--- src/rtl/rs_pkg.sv ---
// Package: shared widths and the operand record for the scheduling window.
// Assumes tags and data widths are fixed per core configuration.
package rs_pkg;
    localparam int TAG_W  = 4;
    localparam int DATA_W = 32;

    typedef logic [TAG_W-1:0]  tag_t;
    typedef logic [DATA_W-1:0] data_t;

    // One source operand: either a held value or a producer tag to wait on.
    typedef struct packed {
        logic  rdy;
        tag_t  tag;
        data_t val;
    } opnd_t;
endpackage

--- src/rtl/rs_operand_wake.sv ---
// Module: next-state of one source operand against the result bus.
// Assumes a ready operand must never be disturbed by a broadcast.
module rs_operand_wake
    import rs_pkg::*;
(
    input  opnd_t cur,
    input  logic  bc_valid,
    input  tag_t  bc_tag,
    input  data_t bc_val,
    output opnd_t nxt
);
    // Capture the broadcast value when a waiting operand's tag matches.
    always_comb begin
        nxt = cur;
        if (!cur.rdy && bc_valid && (cur.tag == bc_tag)) begin
            nxt.rdy = 1'b1;
            nxt.val = bc_val;
        end
    end
endmodule

--- src/rtl/rs_prio_pick.sv ---
// Module: fixed-priority picker, lowest set request bit wins.
// Assumes idx is meaningless when found is 0.
module rs_prio_pick #(
    parameter int W     = 8,
    localparam int IDX_W = (W > 1) ? $clog2(W) : 1
) (
    input  logic [W-1:0]     req,
    output logic             found,
    output logic [IDX_W-1:0] idx
);
    // Scan from the top down so the lowest index is written last.
    always_comb begin
        found = |req;
        idx   = '0;
        for (int i = W - 1; i >= 0; i--) begin
            if (req[i]) idx = IDX_W'(i);
        end
    end
endmodule

--- src/rtl/rs_window.sv ---
// Module: reservation station with tag-broadcast wakeup and one-wide select.
// Assumes: rename supplies at most one instruction per cycle, one result
// broadcast per cycle, and the functional unit accepts every issue.
// Issue is decided from registered state; a wakeup is visible next cycle.
module rs_window
    import rs_pkg::*;
#(
    parameter int DEPTH  = 8,
    localparam int IDX_W = $clog2(DEPTH)
) (
    input  logic              clk,
    input  logic              rst_n,
    input  logic              alloc_valid,
    input  logic [TAG_W-1:0]  alloc_dest,
    input  logic              alloc_a_rdy,
    input  logic [TAG_W-1:0]  alloc_a_tag,
    input  logic [DATA_W-1:0] alloc_a_val,
    input  logic              alloc_b_rdy,
    input  logic [TAG_W-1:0]  alloc_b_tag,
    input  logic [DATA_W-1:0] alloc_b_val,
    output logic              alloc_full,
    input  logic              bcast_valid,
    input  logic [TAG_W-1:0]  bcast_tag,
    input  logic [DATA_W-1:0] bcast_val,
    output logic              issue_valid,
    output logic [IDX_W-1:0]  issue_slot,
    output logic [TAG_W-1:0]  issue_dest,
    output logic [DATA_W-1:0] issue_a,
    output logic [DATA_W-1:0] issue_b
);
    logic [DEPTH-1:0] valid_q;
    opnd_t            opa_q [DEPTH];
    opnd_t            opb_q [DEPTH];
    tag_t             dst_q [DEPTH];

    opnd_t            opa_w [DEPTH];
    opnd_t            opb_w [DEPTH];
    logic [DEPTH-1:0] rdy_a;
    logic [DEPTH-1:0] rdy_b;
    logic [DEPTH-1:0] ready_vec;

    opnd_t            in_a, in_b, in_a_w, in_b_w;
    logic             free_found, sel_found, alloc_fire;
    logic [IDX_W-1:0] free_idx, sel_idx;

    // Per-slot wakeup comparators and readiness bits.
    for (genvar g = 0; g < DEPTH; g++) begin : g_slot
        rs_operand_wake u_wake_a (
            .cur(opa_q[g]), .bc_valid(bcast_valid), .bc_tag(bcast_tag),
            .bc_val(bcast_val), .nxt(opa_w[g])
        );
        rs_operand_wake u_wake_b (
            .cur(opb_q[g]), .bc_valid(bcast_valid), .bc_tag(bcast_tag),
            .bc_val(bcast_val), .nxt(opb_w[g])
        );
        assign rdy_a[g] = opa_q[g].rdy;
        assign rdy_b[g] = opb_q[g].rdy;
    end

    assign ready_vec = valid_q & rdy_a & rdy_b;

    // Incoming operands are compared against this cycle's broadcast too.
    assign in_a = '{rdy: alloc_a_rdy, tag: alloc_a_tag, val: alloc_a_val};
    assign in_b = '{rdy: alloc_b_rdy, tag: alloc_b_tag, val: alloc_b_val};

    rs_operand_wake u_wake_in_a (
        .cur(in_a), .bc_valid(bcast_valid), .bc_tag(bcast_tag),
        .bc_val(bcast_val), .nxt(in_a_w)
    );
    rs_operand_wake u_wake_in_b (
        .cur(in_b), .bc_valid(bcast_valid), .bc_tag(bcast_tag),
        .bc_val(bcast_val), .nxt(in_b_w)
    );

    // Lowest free slot for allocation.
    rs_prio_pick #(.W(DEPTH)) u_free_pick (
        .req(~valid_q), .found(free_found), .idx(free_idx)
    );

    // Lowest fully ready slot for issue.
    rs_prio_pick #(.W(DEPTH)) u_sel_pick (
        .req(ready_vec), .found(sel_found), .idx(sel_idx)
    );

    assign alloc_full = ~free_found;
    assign alloc_fire = alloc_valid & free_found;

    // Drive the functional unit from the selected slot.
    assign issue_valid = sel_found;
    assign issue_slot  = sel_idx;
    assign issue_dest  = dst_q[sel_idx];
    assign issue_a     = opa_q[sel_idx].val;
    assign issue_b     = opb_q[sel_idx].val;

    // Slot state: wakeup every cycle, free on issue, fill on allocation.
    always_ff @(posedge clk) begin
        if (!rst_n) begin
            valid_q <= '0;
            for (int i = 0; i < DEPTH; i++) begin
                opa_q[i] <= '0;
                opb_q[i] <= '0;
                dst_q[i] <= '0;
            end
        end else begin
            for (int i = 0; i < DEPTH; i++) begin
                opa_q[i] <= opa_w[i];
                opb_q[i] <= opb_w[i];
            end
            if (sel_found) valid_q[sel_idx] <= 1'b0;
            if (alloc_fire) begin
                valid_q[free_idx] <= 1'b1;
                opa_q[free_idx]   <= in_a_w;
                opb_q[free_idx]   <= in_b_w;
                dst_q[free_idx]   <= alloc_dest;
            end
        end
    end
endmodule

--- config.mk ---
export PLATFORM = sky130hd
export DESIGN_NAME = rs_window
export DESIGN_NICKNAME = d
export VERILOG_FILES = /design/src/rtl/rs_pkg.sv /design/src/rtl/rs_operand_wake.sv /design/src/rtl/rs_prio_pick.sv /design/src/rtl/rs_window.sv
export SDC_FILE = /design/constraint.sdc
export NUM_CORES = 1
export LEC_CHECK = 0
export BUFFER_PORTS_ARGS = -buffer_cell sky130_fd_sc_hd__buf_2
export CORE_ASPECT_RATIO = 0.8
export CORE_MARGIN = 2
export CORE_UTILIZATION = 44
export CTS_CLUSTER_DIAMETER = 200
export DETAILED_ROUTE_END_ITERATION = 12
export PLACE_DENSITY = 0.69
export SLEW_MARGIN = 15
export SYNTH_ARGS = -nofsm -noshare
export SYNTH_HDL_FRONTEND = slang
export SYNTH_SLANG_ARGS = --single-unit
export TNS_END_PERCENT = 30
--- constraint.sdc ---
create_clock -name clk -period 4.4 [get_ports clk]
set_clock_uncertainty 0.05 [all_clocks]
set_input_delay 0.44 -clock clk [delete_from_list [all_inputs] [get_ports clk]]
set_output_delay 0.44 -clock clk [all_outputs]
set_load 0.02 [all_outputs]
==> flow_summary_export.csv, run 1 <==
group,metric,value,unit
global_routing,top_usage_layer,"met1",
critical_path,crit_type,"reg2out",
synthesis,synth_cell_types,52,
sta,rsz0062_at_grt,"no",
sta,relSlewSlack,0.1841,
placement,place_congestion,0.8758,
critical_path,reg2reg_from,"valid_q[0]",
routing,wl,114.8,mm
finish,syn2layout_area_growth,10.89,%
critical_path,crit_start,"valid_q[2]",
critical_path,endpoint_kind,"primary output",
sta,setup_violations,0,
critical_path,reg2regPathDepth,4,
synthesis,synth-edff-count,608,
placement,hpwl,70.13,mm
floorplanning,num_io_pins,191,
synthesis,syn_inst,2682,
clocking,max-clock-path-buffers,3,
synthesis,ys_seq_area_frac,0.5762,
hold_path,hold_class,"in2reg",
critical_path,critical_path_arrival,3620,ps
sta,layout_setup_ws,290.0,ps
global_routing,grt_max_degree,140,
placement,dp_slack,809.2,ps
routing,via_per_inst,7.240,
floorplanning,dieArea,76120,um^2
synthesis,synthTopCellsByCount,"edfxtp_1, a22o_1, clkbuf_1",
power_and_ir_drop,ir_worst_vdd,0.0002508,V
synthesis,synthTopCellsByArea,"edfxtp_1, a22o_1, o211ai_1",
clocking,numCtsBuffers,69,
critical_path,crit_fanout,36,
sta,final_max_slew_viol_count,0,
global_routing,use_met2,0.4145,
clocking,cts_resized,0,
synthesis,yosys_most_used_dff,"edfxtp_1",
critical_path,r2r-end,"opb_q[6][11]",
routing,firstDrtPassIters,7,
global_routing,use_met3,0.1038,
clocking,cts_setup_buffers,0,
finish,drive_above_1_share,0.1601,
sta,tightestPinTransition,1221,ps
critical_path,ff2ff_setup_slack,1310,ps
clocking,cts_tree,"built",
finish,final_nets,2740,
global_routing,grt_pass1_wl,167.3,mm
synthesis,synthArstFlopShare,0,
routing,detail-route-antenna-nets,0,
clocking,clkTransAtPathRegs,60,ps
routing,drtIter0Drc,3999,
critical_path,required,3910,ps
global_routing,grt_overflow,0,
global_routing,grt_pass1_vias,24720,
sta,fin_crit_sh,0.9341,
sta,finalSetupTns,0,ps
global_routing,grtUsageTotal,0.2944,
routing,vias,26300,
clocking,htreeDepth,3,
run_status,outcome,"completed",
synthesis,synth_area,32520,um^2
synthesis,yosysTopAreaCell,"edfxtp_1",
floorplanning,std_cell_rows,89,
sta,min_period,4110,ps
placement,portBuffers,190,
synthesis,netlist.area_leader.share,0.5614,
floorplanning,chipWidth,308.0,um
synthesis,ys_warn_count,0,
sta,clock.fmax,243.3,MHz
floorplanning,core,73500,um^2
routing,wire_per_inst,31.61,um
critical_path,critical_path.endpoint,"issue_a[30]",
critical_path,start_kind,"flip-flop",
clocking,postCtsHoldBufs,0,
clocking,root_buffer,"clkbuf_16",
floorplanning,initial_core_util,0.4425,
power_and_ir_drop,p_per_area,395.1,nW/um^2
routing,drc,0,
synthesis,synth.avg_cell_area,12.13,um^2
clocking,clock_sinks,632,
sta,hold_viol_final,0,
synthesis,synth_nets,2800,
power_and_ir_drop,leakagePower,13.58,nW
global_routing,grt.met1_usage,0.4283,
floorplanning,dieHeight,247.2,um
synthesis,ys_seq_elements,632,
global_routing,antenna_found_initial,12,
job,drv_cap,0,
clocking,insertion_delay,630,ps
synthesis,yosysMostFrequentCell,"edfxtp_1",
cells in the final DEF (no fill, tap or decap), types with 3 or more instances in the layout:
| cell | Yosys | final |
|---|---|---|
| edfxtp_1 | 608 | 608 |
| a22o_1 | 460 | 460 |
| buf_2 | 67 | 190 |
| o211ai_1 | 182 | 182 |
| nand4_1 | 155 | 155 |
| a221oi_1 | 136 | 136 |
| nand3_1 | 98 | 93 |
| o22ai_1 | 79 | 79 |
| buf_4 | 0 | 79 |
| nand2_1 | 81 | 76 |
| clkbuf_16 | 0 | 73 |
| mux2i_1 | 72 | 68 |
| o2bb2ai_1 | 60 | 60 |
| inv_1 | 40 | 40 |
| and3_1 | 41 | 39 |
| and2_1 | 38 | 37 |
| nor2_1 | 42 | 30 |
| dfxtp_1 | 24 | 24 |
| clkbuf_1 | 266 | 21 |
| xor2_1 | 19 | 19 |
| xnor2_1 | 17 | 17 |
| o21ai_0 | 17 | 16 |
| clkinv_1 | 3 | 13 |
| o211a_1 | 14 | 13 |
| a222oi_1 | 12 | 12 |
| nor2_2 | 2 | 12 |
| and4b_1 | 11 | 11 |
| clkinv_2 | 0 | 11 |
| or2_2 | 10 | 10 |
| nor3_1 | 9 | 9 |
| o21ai_2 | 3 | 8 |
| nand3_2 | 0 | 5 |
| diode_2 | 0 | 4 |
| nand2b_1 | 4 | 4 |
| nand2_2 | 0 | 4 |
| mux2i_4 | 0 | 4 |
| a31o_2 | 4 | 4 |
| a221o_1 | 3 | 3 |
| inv_6 | 0 | 3 |
cell type report:
cell class	count	area [um^2]
Tap cell	955	1195
Antenna cell	4	10.01
Sequential cell	632	18740
Clock inverter	29	214.0
Clock buffer	94	1906
Timing Repair Buffer	272	1612
Inverter	45	168.9
Fill cell	6397	37430
Multi-Input combinational cell	1602	12220
through the flow:
step                hold WS (ps)  std cells    util  instance area (um^2)  power [mW]
global placement           472.8       3505  0.4613                 33900       8.640
detailed placement         474.7       3505  0.4613                 33900       8.709
CTS                        71.55       3628  0.4901                 36020       14.22
finish                     81.31       3633  0.4907                 36060       14.25
global route               86.33       3631  0.4906                 36060       14.61
floorplan                  442.9       2682       -                 32520       8.151
power by group:
part	internal, mW	switching, mW
clock	3.16	2.46
sequential	7.08	0.122
combinational	0.417	1.01
total	10.7	3.59
metal layers:
| layer | vias to the layer above | wire length (um) |
|---|---|---|
| met5 | - | 115 |
| met4 | 16 | 2733 |
| met3 | 218 | 17870 |
| met2 | 2055 | 48460 |
| met1 | 13080 | 45660 |
| li1 | 10930 | - |
flip-flops by register name, summed over array words and instances, names as in the netlist:
name     count
opa_q      296
opb_q      296
dst_q       32
valid_q      8
critical path, stage by stage, from the launching register on:
cell,delay [ps]
dfxtp_1,380
nand3_2,140
buf_4,420
nand2_2,150
nor2_4,530
buf_4,520
a221oi_1,160
o22ai_1,350
buf_2,240
worst min-delay path by stage:
| stage | from | to | slack [ps] | cells after the start |
|---|---|---|---|---|
| global route | alloc_valid | valid_q[0] | 90 | 2 |
| detailed placement | opb_q[1][36] | opb_q[1][36] | 470 | 2 |
| floorplan | valid_q[6] | valid_q[6] | 440 | 2 |
| finish | alloc_valid | valid_q[0] | 80 | 2 |
| global placement | valid_q[6] | valid_q[6] | 470 | 2 |
| CTS | alloc_valid | valid_q[0] | 70 | 2 |
cells by family (layout without fill, tap and decap cells):
| kind of cell | after synthesis | count (layout) | synth area share |
|---|---|---|---|
| xor gates and xnor gates | 36 | 36 | 0.009695 |
| DFF | 632 | 632 | 0.5762 |
| AOI/OAI and AO/OA | 990 | 990 | 0.2519 |
| and+or+nand+nor | 504 | 504 | 0.08572 |
| muxes | 72 | 72 | 0.02216 |
| buffers and inverters | 448 | 440 | 0.05432 |
| other | 0 | 4 | 0 |
Power figures use the tool's default switching activity.
==> run 2: changes to the inputs <==
==> constraint.sdc (replaced) <==
create_clock -name clk -period 5 [get_ports clk]
set_clock_uncertainty 0.05 [all_clocks]
set_input_delay 0.5 -clock clk [delete_from_list [all_inputs] [get_ports clk]]
set_output_delay 0.5 -clock clk [all_outputs]
set_load 0.02 [all_outputs]
==> flow_summary_export.csv, run 2 (synthesis results as in run 1) <==
group,metric,value,unit
hold_path,hold_class,"in2reg",
placement,place_congestion,0.8981,
placement,hpwl,68.62,mm
finish,fill_cells,6358,
finish,layout_commonest_cell,"edfxtp_1",
global_routing,grt_max_degree,158,
routing,drc,0,
hold_path,whs_endpoint,"valid_q[0]",
hold_path,min_from,"alloc_valid",
critical_path,reg2regPathDepth,6,
clocking,insertion_delay,620,ps
clocking,clock_sinks,632,
finish,syn2layout_area_growth,10.83,%
routing,drtIter0Drc,3757,
sta,tightestPinTransition,1243,ps
finish,final_nets,2730,
finish,ff_latch_area,18740,um^2
critical_path,required,4450,ps
sta,finalSetupTns,0,ps
power_and_ir_drop,p_per_area,349.9,nW/um^2
job,drv_cap,0,
critical_path,reg2reg_from,"valid_q[0]",
floorplanning,dieHeight,247.2,um
routing,wl,112.9,mm
hold_path,hold_depth,2,
sta,fin_crit_sh,0.9164,
clocking,cts_tree,"built",
critical_path,ff2ff_setup_slack,1460,ps
critical_path,critical_path_arrival,4030,ps
floorplanning,num_io_pins,191,
sta,relSlewSlack,0.1712,
finish,layout.cells.most_common_list,"edfxtp_1, a22o_1, buf_2, o211ai_1, nand4_1",
sta,hold_viol_final,0,
clocking,htreeDepth,3,
sta,min_period,4582,ps
critical_path,endpoint_kind,"primary output",
clocking,cts_resized,0,
clocking,max-clock-path-buffers,3,
critical_path,crit_type,"reg2out",
global_routing,grtUsageTotal,0.2900,
sta,final_max_slew_viol_count,0,
clocking,numCtsBuffers,69,
global_routing,antenna_found_initial,14,
sta,rsz0062_at_grt,"no",
finish,finalInstanceArea,36040,um^2
critical_path,crit_fanout,71,
finish,drive_above_1_share,0.1573,
critical_path,start_kind,"flip-flop",
global_routing,grt_pass1_wl,165.8,mm
finish,multi_input_area,12220,um^2
floorplanning,initial_core_util,0.4425,
floorplanning,dieArea,76120,um^2
routing,via_per_inst,7.210,
clocking,postCtsHoldBufs,0,
clocking,cts_setup_buffers,0,
power_and_ir_drop,leakagePower,13.56,nW
routing,wire_per_inst,31.16,um
run_status,outcome,"completed",
placement,placed_area,33830,um^2
global_routing,grt_overflow,0,
finish,top_regs,"opa_q x296, opb_q x296, dst_q x32",
critical_path,r2r-end,"opa_q[6][7]",
clocking,root_buffer,"clkbuf_16",
sta,clock.fmax,218.2,MHz
floorplanning,core,73500,um^2
floorplanning,std_cell_rows,89,
routing,firstDrtPassIters,8,
sta,setup_violations,0,
clocking,clkTransAtPathRegs,60,ps
floorplanning,chipWidth,308.0,um
placement,portBuffers,190,
routing,detail-route-antenna-nets,0,
global_routing,grt_pass1_vias,24610,
power_and_ir_drop,ir_worst_vdd,0.0002091,V
routing,vias,26130,
==> run 2: changes by cell type in the layout (fill, tap and decap cells not counted), moves of 2 or more <==
cell / before / now
buf_4: 79 / 69
clkbuf_1: 21 / 15
clkinv_1: 13 / 18
clkbuf_8: 0 / 3
clkinv_2: 11 / 8
clkinv_8: 0 / 2
clkinvlp_4: 2 / 0
diode_2: 4 / 6
inv_6: 3 / 1
==> run 2: worst max-delay path by stage <==
stage / end / depth (start not counted) / slack (ps) / from
floorplan: opa_q[6][0] / 7 / 1950 / valid_q[0]
global placement: issue_b[12] / 7 / 1220 / valid_q[4]
detailed placement: issue_b[12] / 7 / 1180 / valid_q[4]
CTS: issue_b[31] / 9 / 520 / valid_q[2]
global route: issue_b[16] / 7 / 300 / valid_q[4]
finish: issue_b[11] / 8 / 420 / valid_q[3]
==> run 2: critical path, cell delays in order, from the launching register on <==
cell     delay, ps
dfxtp_1        400
nand3_2        100
buf_4          660
o211a_1        290
o21a_4         150
buf_4          810
mux2i_1        300
o22ai_1        360
buf_2          230
==> run 2: final cells by class <==
class / count / area share
flip-flops and latches: 632 / 0.5199
multi-input cells: 1602 / 0.3390
clock buffers: 91 / 0.05339
repair buffers: 262 / 0.04263
well taps: 955 / 0.03315
clock inverters: 31 / 0.006873
inverters: 45 / 0.004686
diodes: 6 / 0.0004166
==> run 2: stage by stage <==
stage	util	std cells	hold slack [ps]	power [mW]	worst slack (ps)
4_1_cts	0.4898	3617	96.04	12.58	522.5
3_5_place_dp	0.4602	3495	474.4	7.660	1181
2_1_floorplan	-	2682	442.9	7.173	1945
3_3_place_gp	0.4602	3495	469.7	7.613	1221
5_1_grt	0.4903	3621	107.5	12.91	300.1
6_report	0.4904	3624	107.2	12.61	417.8
==> run 2: where the power goes <==
group          switching [mW]  total, mW  leakage, nW  internal [mW]
Sequential              0.107       6.34         6.44           6.23
Clock                    2.16       5.02         1.06           2.87
Combinational           0.884       1.25         6.06          0.366
==> run 2: metal layers <==
layer	global-route usage	up-vias	part of all wire
li1	-	10910	-
met1	0.4275	12990	0.41
met2	0.4098	2015	0.42
met3	0.09213	197	0.15
met4	0.07475	16	0.023
met5	0	-	0.00088
